**src/rtl/sbd_pkg.sv**
```systemverilog
package sbd_pkg;
   typedef enum logic {
      FRAME_CHAR = 1'b0,
      FRAME_FLAG = 1'b1
   } frame_mode_e;

   typedef enum logic {
      ST_HUNT = 1'b0,
      ST_LOCK = 1'b1
   } lock_state_e;

   function automatic int unsigned max2(input int unsigned a, input int unsigned b);
      return (a > b) ? a : b;
   endfunction
endpackage

```
**src/rtl/sbd_shifter.sv**
```systemverilog
module sbd_shifter #(
   parameter int unsigned SR_W = 16
) (
   input  logic            clk,
   input  logic            rst,
   input  logic            shift_en,
   input  logic            clr,
   input  logic            bit_in,
   output logic [SR_W-1:0] win,
   output logic [SR_W-1:0] sr_q
);
   if (SR_W < 2) begin : g_bad_w
      $error("sbd_shifter: SR_W must be at least 2");
   end

   // window as it will look once the current bit is taken in
   assign win = {sr_q[SR_W-2:0], bit_in};

   always_ff @(posedge clk) begin
      if (rst || clr)    sr_q <= '0;
      else if (shift_en) sr_q <= win;
   end

   AST_CLEAR_EMPTIES: assert property (@(posedge clk) disable iff (rst)
      clr |=> (sr_q == '0));
   AST_HOLD_NO_EN: assert property (@(posedge clk) disable iff (rst)
      (!shift_en && !clr) |=> $stable(sr_q));
endmodule

```
**src/rtl/sbd_matcher.sv**
```systemverilog
module sbd_matcher #(
   parameter int unsigned DATA_W    = 8,
   parameter logic [7:0]  SYN_CHAR  = 8'h16,
   parameter int unsigned SYN_COUNT = 2,
   parameter int unsigned FLAG_LEAD = 4,
   parameter int unsigned SR_W      = 16
) (
   input  logic            frame_mode,
   input  logic [SR_W-1:0] win,
   output logic            hit
);
   import sbd_pkg::*;

   localparam int unsigned SYN_W  = SYN_COUNT * DATA_W;
   localparam int unsigned FLAG_W = FLAG_LEAD + DATA_W;

   if (SYN_COUNT < 1) begin : g_bad_cnt
      $error("sbd_matcher: SYN_COUNT must be at least 1");
   end
   if (SR_W < SYN_W || SR_W < FLAG_W) begin : g_bad_sr
      $error("sbd_matcher: SR_W too small for preambles");
   end

   logic [SYN_W-1:0]  syn_pat;
   logic [FLAG_W-1:0] flag_pat;

   for (genvar g = 0; g < SYN_COUNT; g++) begin : g_syn_rep
      assign syn_pat[g*DATA_W +: DATA_W] = SYN_CHAR[DATA_W-1:0];
   end
   assign flag_pat = {{(FLAG_W-1){1'b1}}, 1'b0};

   logic syn_hit, flag_hit;
   assign syn_hit  = (win[SYN_W-1:0]  == syn_pat);
   assign flag_hit = (win[FLAG_W-1:0] == flag_pat);

   assign hit = (frame_mode_e'(frame_mode) == FRAME_FLAG) ? flag_hit : syn_hit;
endmodule

```
**src/rtl/sbd_framer.sv**
```systemverilog
module sbd_framer #(
   parameter int unsigned DATA_W   = 8,
   parameter logic [7:0]  SYN_CHAR = 8'h16,
   parameter logic [7:0]  END_CHAR = 8'h9C,
   parameter logic [7:0]  POST_CHAR = 8'hFF
) (
   input  logic              clk,
   input  logic              rst,
   input  logic              bit_en,
   input  logic              frame_mode,
   input  logic              hit,
   input  logic [DATA_W-1:0] byte_in,
   output logic [DATA_W-1:0] byte_out,
   output logic              byte_valid,
   output logic              locked,
   output logic              clr_sr
);
   import sbd_pkg::*;

   localparam int unsigned CNT_W = (DATA_W > 2) ? $clog2(DATA_W) : 1;
   localparam logic [CNT_W-1:0] LAST = CNT_W'(DATA_W - 1);

   if (DATA_W < 4 || DATA_W > 8) begin : g_bad_dw
      $error("sbd_framer: DATA_W must lie in 4..8");
   end

   lock_state_e      state_q;
   logic [CNT_W-1:0] cnt_q;
   logic             is_flag, at_boundary, is_end, is_fill;

   assign is_flag     = (frame_mode_e'(frame_mode) == FRAME_FLAG);
   assign at_boundary = bit_en && (state_q == ST_LOCK) && (cnt_q == LAST);
   assign is_end      = is_flag ? (byte_in == POST_CHAR[DATA_W-1:0])
                                : (byte_in == END_CHAR[DATA_W-1:0]);
   assign is_fill     = !is_flag && (byte_in == SYN_CHAR[DATA_W-1:0]);
   assign clr_sr      = at_boundary && is_end;
   assign locked      = (state_q == ST_LOCK);

   always_ff @(posedge clk) begin
      if (rst) begin
         state_q    <= ST_HUNT;
         cnt_q      <= '0;
         byte_valid <= 1'b0;
         byte_out   <= '0;
      end else begin
         byte_valid <= 1'b0;
         if (bit_en) begin
            unique case (state_q)
               ST_HUNT: begin
                  if (hit) begin
                     state_q <= ST_LOCK;
                     cnt_q   <= '0;
                  end
               end
               ST_LOCK: begin
                  if (cnt_q == LAST) begin
                     cnt_q <= '0;
                     if (is_end) begin
                        state_q <= ST_HUNT;
                     end else if (!is_fill) begin
                        byte_out   <= byte_in;
                        byte_valid <= 1'b1;
                     end
                  end else begin
                     cnt_q <= cnt_q + 1'b1;
                  end
               end
               default: state_q <= ST_HUNT;
            endcase
         end
      end
   end

   AST_VALID_NEEDS_LOCK: assert property (@(posedge clk) disable iff (rst)
      byte_valid |-> locked);
   AST_VALID_ONE_CYCLE: assert property (@(posedge clk) disable iff (rst)
      byte_valid |=> !byte_valid);
   AST_IDLE_HOLD: assert property (@(posedge clk) disable iff (rst)
      !bit_en |=> ($stable(locked) && !byte_valid));
   AST_LOCK_NEEDS_BIT: assert property (@(posedge clk) disable iff (rst)
      $rose(locked) |-> $past(bit_en));
   AST_NO_FILL_OUT: assert property (@(posedge clk) disable iff (rst)
      (byte_valid && !is_flag) |-> (byte_out != SYN_CHAR[DATA_W-1:0]));
   AST_NO_END_OUT: assert property (@(posedge clk) disable iff (rst)
      (byte_valid && !is_flag) |-> (byte_out != END_CHAR[DATA_W-1:0]));
   AST_NO_POST_OUT: assert property (@(posedge clk) disable iff (rst)
      (byte_valid && is_flag) |-> (byte_out != POST_CHAR[DATA_W-1:0]));
   AST_END_DROPS: assert property (@(posedge clk) disable iff (rst)
      clr_sr |=> !locked);
endmodule

```
**src/rtl/sync_block_detector.sv**
```systemverilog
module sync_block_detector #(
   parameter int unsigned DATA_W    = 8,
   parameter logic [7:0]  SYN_CHAR  = 8'h16,
   parameter int unsigned SYN_COUNT = 2,
   parameter int unsigned FLAG_LEAD = 4,
   parameter logic [7:0]  END_CHAR  = 8'h9C,
   parameter logic [7:0]  POST_CHAR = 8'hFF
) (
   input  logic              clk,
   input  logic              rst,
   input  logic              frame_mode,
   input  logic              bit_en,
   input  logic              bit_in,
   output logic [DATA_W-1:0] byte_out,
   output logic              byte_valid,
   output logic              locked
);
   import sbd_pkg::*;

   localparam int unsigned SR_W = max2(SYN_COUNT * DATA_W, FLAG_LEAD + DATA_W);

   logic [SR_W-1:0] win, sr_q;
   logic            hit, clr_sr;

   sbd_shifter #(.SR_W(SR_W)) u_shift (
      .clk(clk), .rst(rst), .shift_en(bit_en), .clr(clr_sr),
      .bit_in(bit_in), .win(win), .sr_q(sr_q)
   );

   sbd_matcher #(
      .DATA_W(DATA_W), .SYN_CHAR(SYN_CHAR), .SYN_COUNT(SYN_COUNT),
      .FLAG_LEAD(FLAG_LEAD), .SR_W(SR_W)
   ) u_match (
      .frame_mode(frame_mode), .win(win), .hit(hit)
   );

   sbd_framer #(
      .DATA_W(DATA_W), .SYN_CHAR(SYN_CHAR), .END_CHAR(END_CHAR),
      .POST_CHAR(POST_CHAR)
   ) u_frame (
      .clk(clk), .rst(rst), .bit_en(bit_en), .frame_mode(frame_mode),
      .hit(hit), .byte_in(win[DATA_W-1:0]), .byte_out(byte_out),
      .byte_valid(byte_valid), .locked(locked), .clr_sr(clr_sr)
   );

   AST_MODE_STATIC: assert property (@(posedge clk) disable iff (rst)
      $stable(frame_mode));
endmodule

```
**config.mk**
```make
export PLATFORM = sky130hd
export DESIGN_NAME = sync_block_detector
export DESIGN_NICKNAME = d
export VERILOG_FILES = /design/src/rtl/sbd_pkg.sv /design/src/rtl/sbd_shifter.sv /design/src/rtl/sbd_matcher.sv /design/src/rtl/sbd_framer.sv /design/src/rtl/sync_block_detector.sv
export SDC_FILE = /design/constraint.sdc
export NUM_CORES = 1
export LEC_CHECK = 0
export ABC_AREA = 1
export BUFFER_PORTS_ARGS = -buffer_cell sky130_fd_sc_hd__buf_2
export CORE_MARGIN = 3
export CORE_UTILIZATION = 46
export CTS_BUF_LIST = sky130_fd_sc_hd__clkbuf_4
export CTS_CLUSTER_DIAMETER = 30
export DETAILED_ROUTE_END_ITERATION = 7
export PLACE_DENSITY = 0.65
export SLEW_MARGIN = 15
export SYNTH_ARGS = -nofsm -noshare
export SYNTH_HDL_FRONTEND = slang
export SYNTH_SLANG_ARGS = --single-unit
```
**constraint.sdc**
```tcl
create_clock -name clk -period 3.41 [get_ports clk]
set_clock_uncertainty 0.2 [all_clocks]
set_input_delay 0.682 -clock clk [delete_from_list [all_inputs] [get_ports clk]]
set_output_delay 0.682 -clock clk [all_outputs]
set_load 0.05 [all_outputs]
```
==> results.yml <==
synthesis:
  synth_most_common_cell: "nand2_1"
  ys_ff_latch: 28
  synth.avg_cell_area_um2: 7.72
  ys_seq_area_frac: 0.410
  synth.top_cell.area_share: 0.410
  synth_area_mm2: 0.00137
  synth_warnings: 0
  yosys.area.top_type: "dfxtp_1"
  synth_flop_cell: "dfxtp_1"
  synthTopCellsByArea: "dfxtp_1 (41%), nand2_1 (9.9%), a21oi_1 (9.2%), nor2_4 (8.2%), nor2_1 (6.6%)"
  synth_common_cells: "nand2_1 (36), dfxtp_1 (28), a21oi_1 (25)"
  synth_cells: 177
  synth_edf_count: 0
  syn-num-nets: 184
  async_flop_share: 0
  synth_cell_types: 21
timing:
  fin_crit_sh: 0.595
  setup_viol: 0
  final_hold_viol_count: 0
  setup-tns-final_ns: 0
  post-route-min-period_ns: 2.03
  timing.fmax_mhz: 493
  finalMaxSlewViolations: 0
  worst-slew-pin-transition_ns: 0.342
  maxSlewHeadroom: 0.772
  rsz0062_at_grt: "no"
floorplanning:
  start_util: 0.487
  core_area_mm2: 0.00281
  die_w_um: 60.5
  die-area_mm2: 0.00366
  io_pins: 15
  die_y_um: 60.5
  fp-row-count: 19
global_routing:
  grt.total_usage: 0.162
  grt_pass1_vias: 1011
  antenna_found_initial: 0
  gr-total-overflow: 0
  grt_pass1_wl_mm: 4.51
  grt_start_max_net_pins: 31
cts:
  ctsLongestPathBuffers: 2
  cts_tree: "done"
  cts.sinks: 28
  clk_pin_slew_ns: 0.15
  cts.root.buffer_cell: "clkbuf_4"
  cts_hold_buf: 0
  cts_resized: 0
  cts_made_buffers: 3
  clkLatencyLatePin_ns: 0.32
  htreeDepth: 1
  postCtsSetupBuffers: 0
placed_design:
  placement.io_buffers: 14
  routabilityCongestion: 0.771
  dpl.hpwl_mm: 1.88
route:
  drc: 0
  drt_iter0_drc: 84
  dr.pass1.iters: 4
  vias: 1150
  wl_per_cell_um: 11.4
  ant_nets: 0
  routed_wirelength_mm: 2.55
  via_per_inst: 5.16
worst_setup_path:
  cp-start-kind: "register"
  crit_arrival_ns: 2.04
  setup.worst_path.class: "reg -> reg"
  path_cells: "ha_1 > ha_1 > nand2_1 > nor2_4 > inv_1 > o21ai_4 > buf_4 > a21oi_1"
  setup.worst_path.end_class: "register"
  required_ns: 3.42
  path_max_fanout: 15
  slowest_stage: "dfxtp_1"
  cpMostUsedCell: "ha_1"
  slowest_delay_ns: 0.38
power:
  p_leak_nw: 0.539
  powerDensity_mw_per_mm2: 337
  peakVddDrop_v: 0.000245
  report.power.total_mw: 0.499
cells_and_area:
  antennaDiodeCount: 0
  area_growth_pct: 8.42
  final_util: 0.528
  final_layout_size_suffix_gt1_frac: 0.203
  fin_nets: 200
min_path:
  worst_hold_path_type: "reg -> reg"
job:
  drv_cap: 0
outcome:
  status: "complete, no violations"
-- worst max-delay path: cells and delay by family, from the launching register on --
kind            cells  cell delay [ns]
simple gates        2             0.33
buf+inv             2             0.45
fa+ha+maj           2             0.34
flops               1             0.38
compound gates      2             0.21
-- cell usage in the layout, fill, tap and decap left out, types with 2 or more instances in the layout --
master | netlist | layout
nor2_1 | 24 | 24
nand3_1 | 10 | 10
ha_1 | 2 | 2
buf_4 | 0 | 2
inv_1 | 18 | 18
nand2_1 | 36 | 36
nor2_4 | 10 | 10
buf_2 | 0 | 14
nand2_2 | 2 | 2
dfxtp_1 | 28 | 28
clkbuf_4 | 0 | 3
a21oi_1 | 25 | 25
nand4_1 | 8 | 8
-- report_power, final --
group | internal (mW) | switching [mW]
Combinational | 0.00795 | 0.0239
Sequential | 0.329 | 0.00163
Clock | 0.0429 | 0.0936
-- through the flow --
stage	worst slack, ns	std cells	instance area, um2	hold WS (ns)
after floorplan	1.46	177	1370	0.236
after global placement	1.32	219	1460	0.246
after detailed placement	1.28	219	1460	0.253
after CTS	1.38	223	1480	0.273
after global routing	1.25	223	1480	0.291
final	1.38	223	1480	0.272
-- per-layer routing --
| layer | up-vias | routed length (um) | global-route usage |
|---|---|---|---|
| met5 | - | 0 | 0 |
| met4 | 0 | 47 | 0.0743 |
| met3 | 4 | 73 | 0.0191 |
| met2 | 13 | 1200 | 0.250 |
| met1 | 528 | 1230 | 0.228 |
| li1 | 605 | - | - |
-- registers in the layout, indices dropped and copies added, names as in the netlist --
register,count
u_frame.cnt_q,3
u_frame.byte_valid,1
u_shift.sr_q,15
u_frame.locked,1
u_frame.byte_out,8
-- path summary, 6_finish.rpt --
path | startpoint | endpoint | slack, ns | cells past startpoint
worst max-delay path | u_frame.cnt_q[0] | u_shift.sr_q[14] | 1.38 | 8
worst min-delay path | u_frame.byte_out[2] | u_frame.byte_out[2] | 0.27 | 2
worst max register to register | u_frame.cnt_q[0] | u_shift.sr_q[14] | 1.38 | 8
worst min register to register | u_frame.byte_out[2] | u_frame.byte_out[2] | 0.27 | 2
-- cell type report --
cell class	instances	area [um2]
fillers	299	1320
multi-input cells	125	699
flip-flops and latches	28	561
repair buffers	16	85.1
inverters	19	71.3
well taps	31	38.8
clock buffers	3	22.5
clock inverters	1	3.75
-- logic make-up (layout without fill, tap and decap cells) --
logic type | after synthesis | count (layout) | share of synthesized area
simple gates | 94 | 94 | 0.366
flops | 28 | 28 | 0.410
fa+ha+maj | 2 | 2 | 0.0183
compound gates | 29 | 29 | 0.127
buf+inv | 24 | 39 | 0.0778
Power figures use the tool's default switching activity.
